File: src/rtl/dcm_pkg.sv
package dcm_pkg;
    localparam int OP_W    = 8;
    localparam int ADR_W   = 8;
    localparam int DAT_W   = 16;
    localparam int FRAME_W = OP_W + ADR_W + DAT_W;

    localparam logic [OP_W-1:0] OP_WRITE = 8'h02;
    localparam logic [OP_W-1:0] OP_READ  = 8'h03;

    typedef enum logic [1:0] {
        SEQ_IDLE,
        SEQ_LOW,
        SEQ_HIGH,
        SEQ_DONE
    } seq_state_t;

    typedef struct packed {
        logic             wr;
        logic [ADR_W-1:0] addr;
        logic [DAT_W-1:0] wdata;
    } reg_req_t;

    // Outgoing 32-bit command; the read tail is zero filler while data comes in.
    function automatic logic [FRAME_W-1:0] pack_frame(reg_req_t r);
        return {(r.wr ? OP_WRITE : OP_READ), r.addr,
                (r.wr ? r.wdata : {DAT_W{1'b0}})};
    endfunction
endpackage

File: src/rtl/dcm_phase_timer.sv
module dcm_phase_timer #(
    parameter int LO_CYC = 2,
    parameter int HI_CYC = 3
) (
    input  logic clk,
    input  logic rst,
    input  logic run,
    input  logic in_high,
    output logic phase_last
);
    localparam int MAX_C = (LO_CYC > HI_CYC) ? LO_CYC : HI_CYC;
    localparam int CNT_W = $clog2(MAX_C + 1);
    localparam logic [CNT_W-1:0] LO_LAST = CNT_W'(LO_CYC - 1);
    localparam logic [CNT_W-1:0] HI_LAST = CNT_W'(HI_CYC - 1);

    logic [CNT_W-1:0] cnt_q;

    assign phase_last = run && (cnt_q == (in_high ? HI_LAST : LO_LAST));

    always_ff @(posedge clk) begin
        if (rst || !run || phase_last) begin
            cnt_q <= '0;
        end else begin
            cnt_q <= cnt_q + 1'b1;
        end
    end


    phase_len_chk: assert property (@(posedge clk) disable iff (rst)
        run |-> (cnt_q <= (in_high ? HI_LAST : LO_LAST)));
endmodule

File: src/rtl/dcm_sequencer.sv
module dcm_sequencer
    import dcm_pkg::*;
(
    input  logic       clk,
    input  logic       rst,
    input  logic       req_valid,
    input  logic       phase_last,
    output seq_state_t state,
    output logic       accept,
    output logic       bit_step,
    output logic       last_step
);
    localparam int BIT_W = $clog2(FRAME_W);
    localparam logic [BIT_W-1:0] LAST_BIT = BIT_W'(FRAME_W - 1);

    seq_state_t       st_q, st_d;
    logic [BIT_W-1:0] bit_q;

    assign state     = st_q;
    assign accept    = (st_q == SEQ_IDLE) && req_valid;
    assign bit_step  = (st_q == SEQ_HIGH) && phase_last;
    assign last_step = bit_step && (bit_q == LAST_BIT);

    always_comb begin
        st_d = st_q;
        case (st_q)
            SEQ_IDLE: if (req_valid)  st_d = SEQ_LOW;
            SEQ_LOW:  if (phase_last) st_d = SEQ_HIGH;
            SEQ_HIGH: if (phase_last) st_d = (bit_q == LAST_BIT) ? SEQ_DONE : SEQ_LOW;
            SEQ_DONE: st_d = SEQ_IDLE;
            default:  st_d = SEQ_IDLE;
        endcase
    end

    always_ff @(posedge clk) begin
        if (rst) begin
            st_q  <= SEQ_IDLE;
            bit_q <= '0;
        end else begin
            st_q <= st_d;
            if (accept) begin
                bit_q <= '0;
            end else if (bit_step) begin
                bit_q <= bit_q + BIT_W'(1);
            end
        end
    end


    done_to_idle_chk: assert property (@(posedge clk) disable iff (rst)
        (st_q == SEQ_DONE) |=> (st_q == SEQ_IDLE));


    busy_req_ignored_chk: assert property (@(posedge clk) disable iff (rst)
        (st_q == SEQ_DONE) && req_valid |=> (st_q == SEQ_IDLE));
endmodule

File: src/rtl/dcm_shift_path.sv
module dcm_shift_path
    import dcm_pkg::*;
(
    input  logic             clk,
    input  logic             rst,
    input  logic             load,
    input  reg_req_t         req,
    input  logic             step,
    input  logic             last_step,
    input  logic             miso,
    output logic             mosi,
    output logic [DAT_W-1:0] rdata
);
    logic [FRAME_W-1:0] frame_q;
    logic               rd_q;
    logic [DAT_W-2:0]   cap_q;
    logic [DAT_W-1:0]   rdata_q;

    assign mosi  = frame_q[FRAME_W-1];
    assign rdata = rdata_q;

    always_ff @(posedge clk) begin
        if (rst) begin
            frame_q <= '0;
            rd_q    <= 1'b0;
            cap_q   <= '0;
            rdata_q <= '0;
        end else begin
            if (load) begin
                frame_q <= pack_frame(req);
                rd_q    <= !req.wr;
            end else if (step) begin
                frame_q <= {frame_q[FRAME_W-2:0], 1'b0};
            end
            if (step) begin
                cap_q <= {cap_q[DAT_W-3:0], miso};
            end
            if (last_step && rd_q) begin
                rdata_q <= {cap_q, miso};
            end
        end
    end


    rdata_hold_chk: assert property (@(posedge clk) disable iff (rst)
        !last_step |=> $stable(rdata_q));
endmodule

File: src/rtl/dcm_reg_master.sv
module dcm_reg_master
    import dcm_pkg::*;
#(
    parameter int LO_CYC = 2,
    parameter int HI_CYC = 3
) (
    input  logic             clk,
    input  logic             rst,
    input  logic             req_valid,
    input  logic             req_write,
    input  logic [ADR_W-1:0] req_addr,
    input  logic [DAT_W-1:0] req_wdata,
    output logic             busy,
    output logic             done,
    output logic [DAT_W-1:0] rdata,
    output logic             ctl_csn,
    output logic             ctl_sclk,
    output logic             ctl_mosi,
    input  logic             ctl_miso,
    output logic             strm_enable,
    output logic             strm_flag_clr
);
    seq_state_t state;
    logic       accept, bit_step, last_step, phase_last;
    reg_req_t   req_s;

    assign req_s = {req_write, req_addr, req_wdata};

    dcm_sequencer u_seq (
        .clk        (clk),
        .rst        (rst),
        .req_valid  (req_valid),
        .phase_last (phase_last),
        .state      (state),
        .accept     (accept),
        .bit_step   (bit_step),
        .last_step  (last_step)
    );

    dcm_phase_timer #(.LO_CYC(LO_CYC), .HI_CYC(HI_CYC)) u_timer (
        .clk        (clk),
        .rst        (rst),
        .run        ((state == SEQ_LOW) || (state == SEQ_HIGH)),
        .in_high    (state == SEQ_HIGH),
        .phase_last (phase_last)
    );

    dcm_shift_path u_shift (
        .clk       (clk),
        .rst       (rst),
        .load      (accept),
        .req       (req_s),
        .step      (bit_step),
        .last_step (last_step),
        .miso      (ctl_miso),
        .mosi      (ctl_mosi),
        .rdata     (rdata)
    );

    assign busy          = (state != SEQ_IDLE);
    assign done          = (state == SEQ_DONE);
    assign ctl_csn       = !((state == SEQ_LOW) || (state == SEQ_HIGH));
    assign ctl_sclk      = (state == SEQ_HIGH);
    assign strm_enable   = (state == SEQ_IDLE);
    assign strm_flag_clr = (state == SEQ_DONE);


    mosi_hold_chk: assert property (@(posedge clk) disable iff (rst)
        ctl_sclk && $past(ctl_sclk) |-> $stable(ctl_mosi));


    done_pulse_chk: assert property (@(posedge clk) disable iff (rst)
        done |=> !done);


    strm_off_chk: assert property (@(posedge clk) disable iff (rst)
        busy |-> !strm_enable);


    strm_back_chk: assert property (@(posedge clk) disable iff (rst)
        done |=> strm_enable && !strm_flag_clr);


    idle_lines_chk: assert property (@(posedge clk) disable iff (rst)
        (!busy || done) |-> ctl_csn && !ctl_sclk);
endmodule

File: config.mk
export PLATFORM = sky130hd
export DESIGN_NAME = dcm_reg_master
export DESIGN_NICKNAME = d
export VERILOG_FILES = /design/src/rtl/dcm_pkg.sv /design/src/rtl/dcm_phase_timer.sv /design/src/rtl/dcm_sequencer.sv /design/src/rtl/dcm_shift_path.sv /design/src/rtl/dcm_reg_master.sv
export SDC_FILE = /design/constraint.sdc
export NUM_CORES = 1
export LEC_CHECK = 0
export ABC_CLOCK_PERIOD_IN_PS = 5400
export CORE_MARGIN = 1.5
export CORE_UTILIZATION = 56
export CTS_CLUSTER_SIZE = 8
export DETAILED_ROUTE_END_ITERATION = 8
export PLACE_DENSITY = 0.84
export SLEW_MARGIN = 40
export SYNTH_ARGS = -nofsm -noshare
export SYNTH_HDL_FRONTEND = slang
export SYNTH_SLANG_ARGS = --single-unit
File: constraint.sdc
create_clock -name clk -period 5.4 [get_ports clk]
set_input_delay 1.08 -clock clk [delete_from_list [all_inputs] [get_ports clk]]
set_output_delay 1.08 -clock clk [all_outputs]
set_load 0.02 [all_outputs]
# --- Yosys cells after proc, flatten, opt, wreduce, memory -nomap -nowiden ---
# Index checks and enable logic that the tools add are counted.
classes:
  magnitude_cmp: 0
  reduce_logical: 15
  shift: 0
  multipliers: 0
  bitwise_logic: 0
  div: 0
  add_sub_neg: 2
  eq_ne: 8
  mux: 10
ops:
  columns: ["op", "n"]
  rows:
  - ["32-bit 2-to-1 mux", 2]
  - ["16-bit 2-to-1 mux", 1]
  - ["2-bit 2-to-1 mux", 5]
  - ["2-bit case mux with 4 select lines", 1]
  - ["5-bit by 1-bit adder with 5-bit output, second input constant", 1]
  - ["5-bit equality test, second input constant", 1]
  - ["1-bit logical AND", 5]
  - ["2-bit equality test, second input constant", 2]
  - ["2-bit inequality test, second input constant", 2]
  - ["2-bit nonzero test", 2]
  - ["1-bit logical OR", 3]
  - ["3-bit AND reduction", 1]
  - ["2-bit by 1-bit adder with 2-bit output, second input constant", 1]
  - ["2-bit by 1-bit equality test with 1-bit output, second input constant", 1]
  - ["2-bit equality test", 1]
  - ["1-bit zero test", 2]
  - ["2-bit zero test", 1]
  - ["2-bit by 1-bit inequality test with 1-bit output, second input constant", 1]
  - ["2-bit OR reduction", 1]
  - ["1-bit 2-to-1 mux", 1]
word_totals:
  register_bits: 73
  latch_bits: 0
  inputBits: 29
  wordCells: 42
  mem_bits_ro: 0
  out_inout_bits: 23
  mem_bits_rw: 0
  mem_count: 0

# --- Longest topological paths before layout ---
logic_depth:
  word_depth: 7
  depth_mapped: 9
  ltp_nobuf: 6

# --- Hierarchy ---
# From an unflattened synthesis, not the netlist that was laid out.
unflattened:
  hier_cells: 315
  area_unflattened_um2: 3188.1
by_module_without_submodules:
  columns: ["mod", "area_each_um2", "n_inst", "cells_per_inst"]
  rows:
  - ["dcm_shift_path", 2657.5, 1, 259]
  - ["dcm_sequencer", 359.1, 1, 37]
  - ["dcm_phase_timer", 98.8, 1, 10]
  - ["dcm_reg_master", 72.6, 1, 9]

# --- Worst setup path before layout ---
# Ideal clock, no wire load.
synth_path:
  path_kind: "register to output"
  from: "register u_seq.st_q[0], in the netlist u_seq.state[0]"
  to: "output busy"
  required_ps: 4320
  arrival_ps: 970
  n_path_buf: 0
  setup_slack_ps: 3350
  path_stages_with_launch: 4
  path_cell_list: "dfxtp_1 > inv_1 > ha_1 > inv_1"
synth_via:
  elab_chain_cells: 1
synth_lines:
  columns: ["item", "line", "rtl"]
  rows:
  - ["from (decl)", "dcm_sequencer.sv:16", "seq_state_t st_q, st_d;"]
  - ["from (signal assigned)", "dcm_sequencer.sv:40", "st_q <= st_d;"]
  - ["2-bit nonzero test", "dcm_reg_master.sv:60", "assign busy = (state != SEQ_IDLE);"]
  - ["to (decl)", "dcm_reg_master.sv:13", "output logic busy,"]
# No other way between the ends.

# --- Worst setup path in the final report ---
layout_path:
  from: "register u_seq.st_q[1], in the netlist u_seq.state[1]"
  to: "output ctl_csn"
layout_via:
  elab_chain_cells: 3
layout_lines:
  columns: ["item", "line", "rtl"]
  rows:
  - ["2-bit by 1-bit equality test with 1-bit output / 2-bit equality test (equally long branches)", "dcm_reg_master.sv:62", "assign ctl_csn = !((state == SEQ_LOW) || (state == SEQ_HIGH));"]
  - ["1-bit logical OR *", "dcm_reg_master.sv:62", null]
  - ["1-bit zero test *", "dcm_reg_master.sv:62", null]
  - ["to (decl)", "dcm_reg_master.sv:16", "output logic ctl_csn,"]
# Every way passes the cells marked *; elsewhere a longest branch is shown, timed or not.

==> metrics.yaml <==
route:
  drtPass1Iterations: 4
  via_per_inst: 5.352
  wl_mm: 5.932
  dr.first_iter.drc_count: 161
  drc: 0
  wl_per_cell_um: 12.90
  vias: 2462
  ant_nets: 0
clocking:
  cts_hold_buffers: 0
  htree_levels: 3
  cts_tree: "built"
  root_buffer: "clkbuf_8"
  ctsResizeCount: 0
  clk_pin_slew_ns: 0.07
  cts_buffers: 9
  insertion_delay_ns: 0.34
  cts_buffer_depth: 2
  post_cts_buffers: 0
  cts_num_sinks: 73
grt:
  grt_max_degree: 54
  overflow: 0
  busiest_layer: "met2"
  use_met2_pct: 37.13
  grt_pass1_vias: 2167
  use_met3_pct: 8.730
  grt_usage_pct: 22.49
  grt_pass1_wl_mm: 9.535
  use_met1_pct: 27.38
  antenna_found_initial: 0
floorplan:
  core-area_mm2: 0.005075
  ios: 52
  initial_utilization_pct: 58.01
  die_area_mm2: 0.005701
  rows: 26
  fp.dieW_um: 75.51
  die_y_um: 75.51
critical_path:
  max_stage_delay_ns: 0.60
  cpMostUsedCell: "inv_1"
  cp_slowest_cell: "clkdlybuf4s50_1"
  worstSetupStartpointType: "flop"
  cp-end-kind: "output port"
  r2r_cells: 6
  crit_chain: "inv_1, ha_1, inv_1, clkdlybuf4s50_1"
  cp.buffers_inverters: 3
  arrival_ns: 1.92
  worst-setup-path-type: "flop to output port"
  critPathTopFamily: "buffers and inverters"
  path_max_fanout: 4
  r2r_start: "u_seq.state[1]"
  crit_required_ns: 4.32
  reg2reg_setup_slack_ns: 2.79
  r2r-end: "u_shift.rdata[3]"
logic_synthesis:
  yosys-top-cells-area: "dfxtp_1 50%, nand2_1 13%, a21oi_1 7.3%, a311oi_1 6.8%, mux2i_1 5.4%"
  synth_warnings: 0
  synthCells: 349
  synth.top_cell.area_share_pct: 49.64
  synth.most_common_cell: "nand2_1"
  synth_top_area_cell: "dfxtp_1"
  synthArstFlopShare_pct: 0
  syn_area_mm2: 0.002944
  synth-seq-cells: 73
  synth-edff-count: 0
  syn_avg_cell_area_um2: 8.436
  synth.distinct_cells: 34
  seq_area_frac_synth_pct: 49.64
  synth_ff_type: "dfxtp_1"
  syn_nets: 385
  synth_common_cells: "99 x nand2_1, 73 x dfxtp_1, 43 x a21oi_1, 30 x nor2_1, 23 x a311oi_1"
outcome:
  status: "completed"
power:
  cellLeakagePower_nw: 1.257
  clkPwrFrac_pct: 33.5
  swShare_pct: 28.48
  power.total_mw: 1.420
  intPower_mw: 1.016
  comb_power_share_pct: 21.8
  powerDensity_mw_per_mm2: 389.5
  irDropWorstVdd_uv: 245.5
  sequentialPowerShare_pct: 44.7
  power_switching_mw: 0.4046
timing:
  hold_viol_final: 0
  worst_pin_slew_ns: 0.6975
  skew_ns: 0.006700
  timing.fmax_ghz: 0.3331
  layout_worst_path_cycle_share_pct: 55.59
  rsz0062_at_grt: "no"
  setup-tns-final_ns: 0
  setup_viol: 0
  min_period_ns: 3.002
  max_slew_margin_pct: 53.39
  maxSlewViolCount: 0
cells_and_area:
  drive_gt1_share_pct: 5.128
  fillCellCount: 419
  area_delta_synth_final_pct: 23.88
  final_nets: 421
  register_area_mm2: 0.001461
  multi_input_area_mm2: 0.001333
  diodes: 0
  stdcell_area_mm2: 0.003647
  final_core_util_pct: 71.87
placed_design:
  detailed_place_hpwl_mm: 3.561
  place_area_mm2: 0.003425
  io_buffer_count: 51
  place.gp.congestion: 0.7501
worst_hold_path:
  holdPathEnd: "u_shift.frame_q[30]"
  min_path_type: "flop to flop"
  hold_depth: 2
  min-delay-start: "u_shift.frame_q[30]"
flow_run:
  maxCapViolations: 0
per-layer routing:
layer,share of wire [%],vias to the layer above
met3,5.1,7
met4,1.1,0
met1,46,1137
met2,48,56
li1,-,1262
met5,0,-
cells in the final DEF (no fill, tap or decap), drive strengths merged:
cell type,instances
nand2,99
dfxtp,73
clkdlybuf4s50,50
a21oi,43
nor2,30
a311oi,23
mux2i,16
clkbuf,14
ha,7
inv,4
buf,4
nand4,2
nand2b,2
xor2,2
a31oi,2
bufinv,2
and3,2
and4b,1
nand4b,1
nand3,1
xnor2,1
nand3b,1
o21ai,1
a211oi,1
a2111oi,1
a31o,1
o21a,1
or3,1
o32ai,1
nor2b,1
nor3b,1
nor3,1
how the worst max path moves through the flow:
stage,startpoint,to,slack [ns],cells after the start
2_1_floorplan,u_seq.state[0],busy,3.35,3
3_3_place_gp,u_seq.state[0],u_shift.rdata[8],2.40,6
3_5_place_dp,req_valid,u_shift.frame_q[2],2.43,5
4_1_cts,u_seq.state[1],ctl_csn,2.39,4
5_1_grt,u_seq.state[1],ctl_csn,2.31,4
6_report,u_seq.state[1],ctl_csn,2.40,4
power by group through the flow:
stage / combinational (mW) / clock [mW] / sequential (mW)
floorplan: 0.214 / 0 / 0.635
global placement: 0.298 / 0 / 0.642
detailed placement: 0.306 / 0 / 0.643
CTS: 0.309 / 0.484 / 0.634
global route: 0.344 / 0.508 / 0.641
finish: 0.310 / 0.476 / 0.634
sequential cells by signal (all words and copies together) (netlist names):
register	flops
u_shift.frame_q	32
u_shift.rdata	16
u_shift.cap_q	15
u_seq.bit_q	5
u_seq.state	2
u_timer.cnt_q	2
u_shift.rd_q	1
cell type report:
cell class	count	area share (%)
sequential	73	40.07
multi-input combinational	243	36.54
timing repair buffer	54	14.48
clock buffer	14	4.460
tap	70	2.401
clock inverter	2	1.647
inverter	4	0.4117
stage by stage:
step	instances	setup slack [ns]	hold WS, ns
floorplan	349	3.350	0.4286
global placement	444	2.401	0.4415
detailed placement	444	2.431	0.4453
CTS	460	2.393	0.4577
global route	460	2.306	0.4732
finish	460	2.398	0.4570
worst register-to-register path: stages, from the launching register on:
cell and delay, ns:
dfxtp_1 0.41, inv_1 0.12, ha_1 0.34, and4b_4 0.66, and3_2 0.62, mux2i_1 0.28
nor2_1 0.05
kinds of logic after synthesis:
group	synth area share, %
AND/OR/NAND/NOR	19.63
AO/OA/AOI/OAI	16.15
flip-flops	49.64
buffers and inverters	5.269
multiplexers	5.440
adder cells (fa/ha/maj)	2.975
XOR/XNOR	0.8926
No activity file was read; power rests on OpenSTA's default activity.
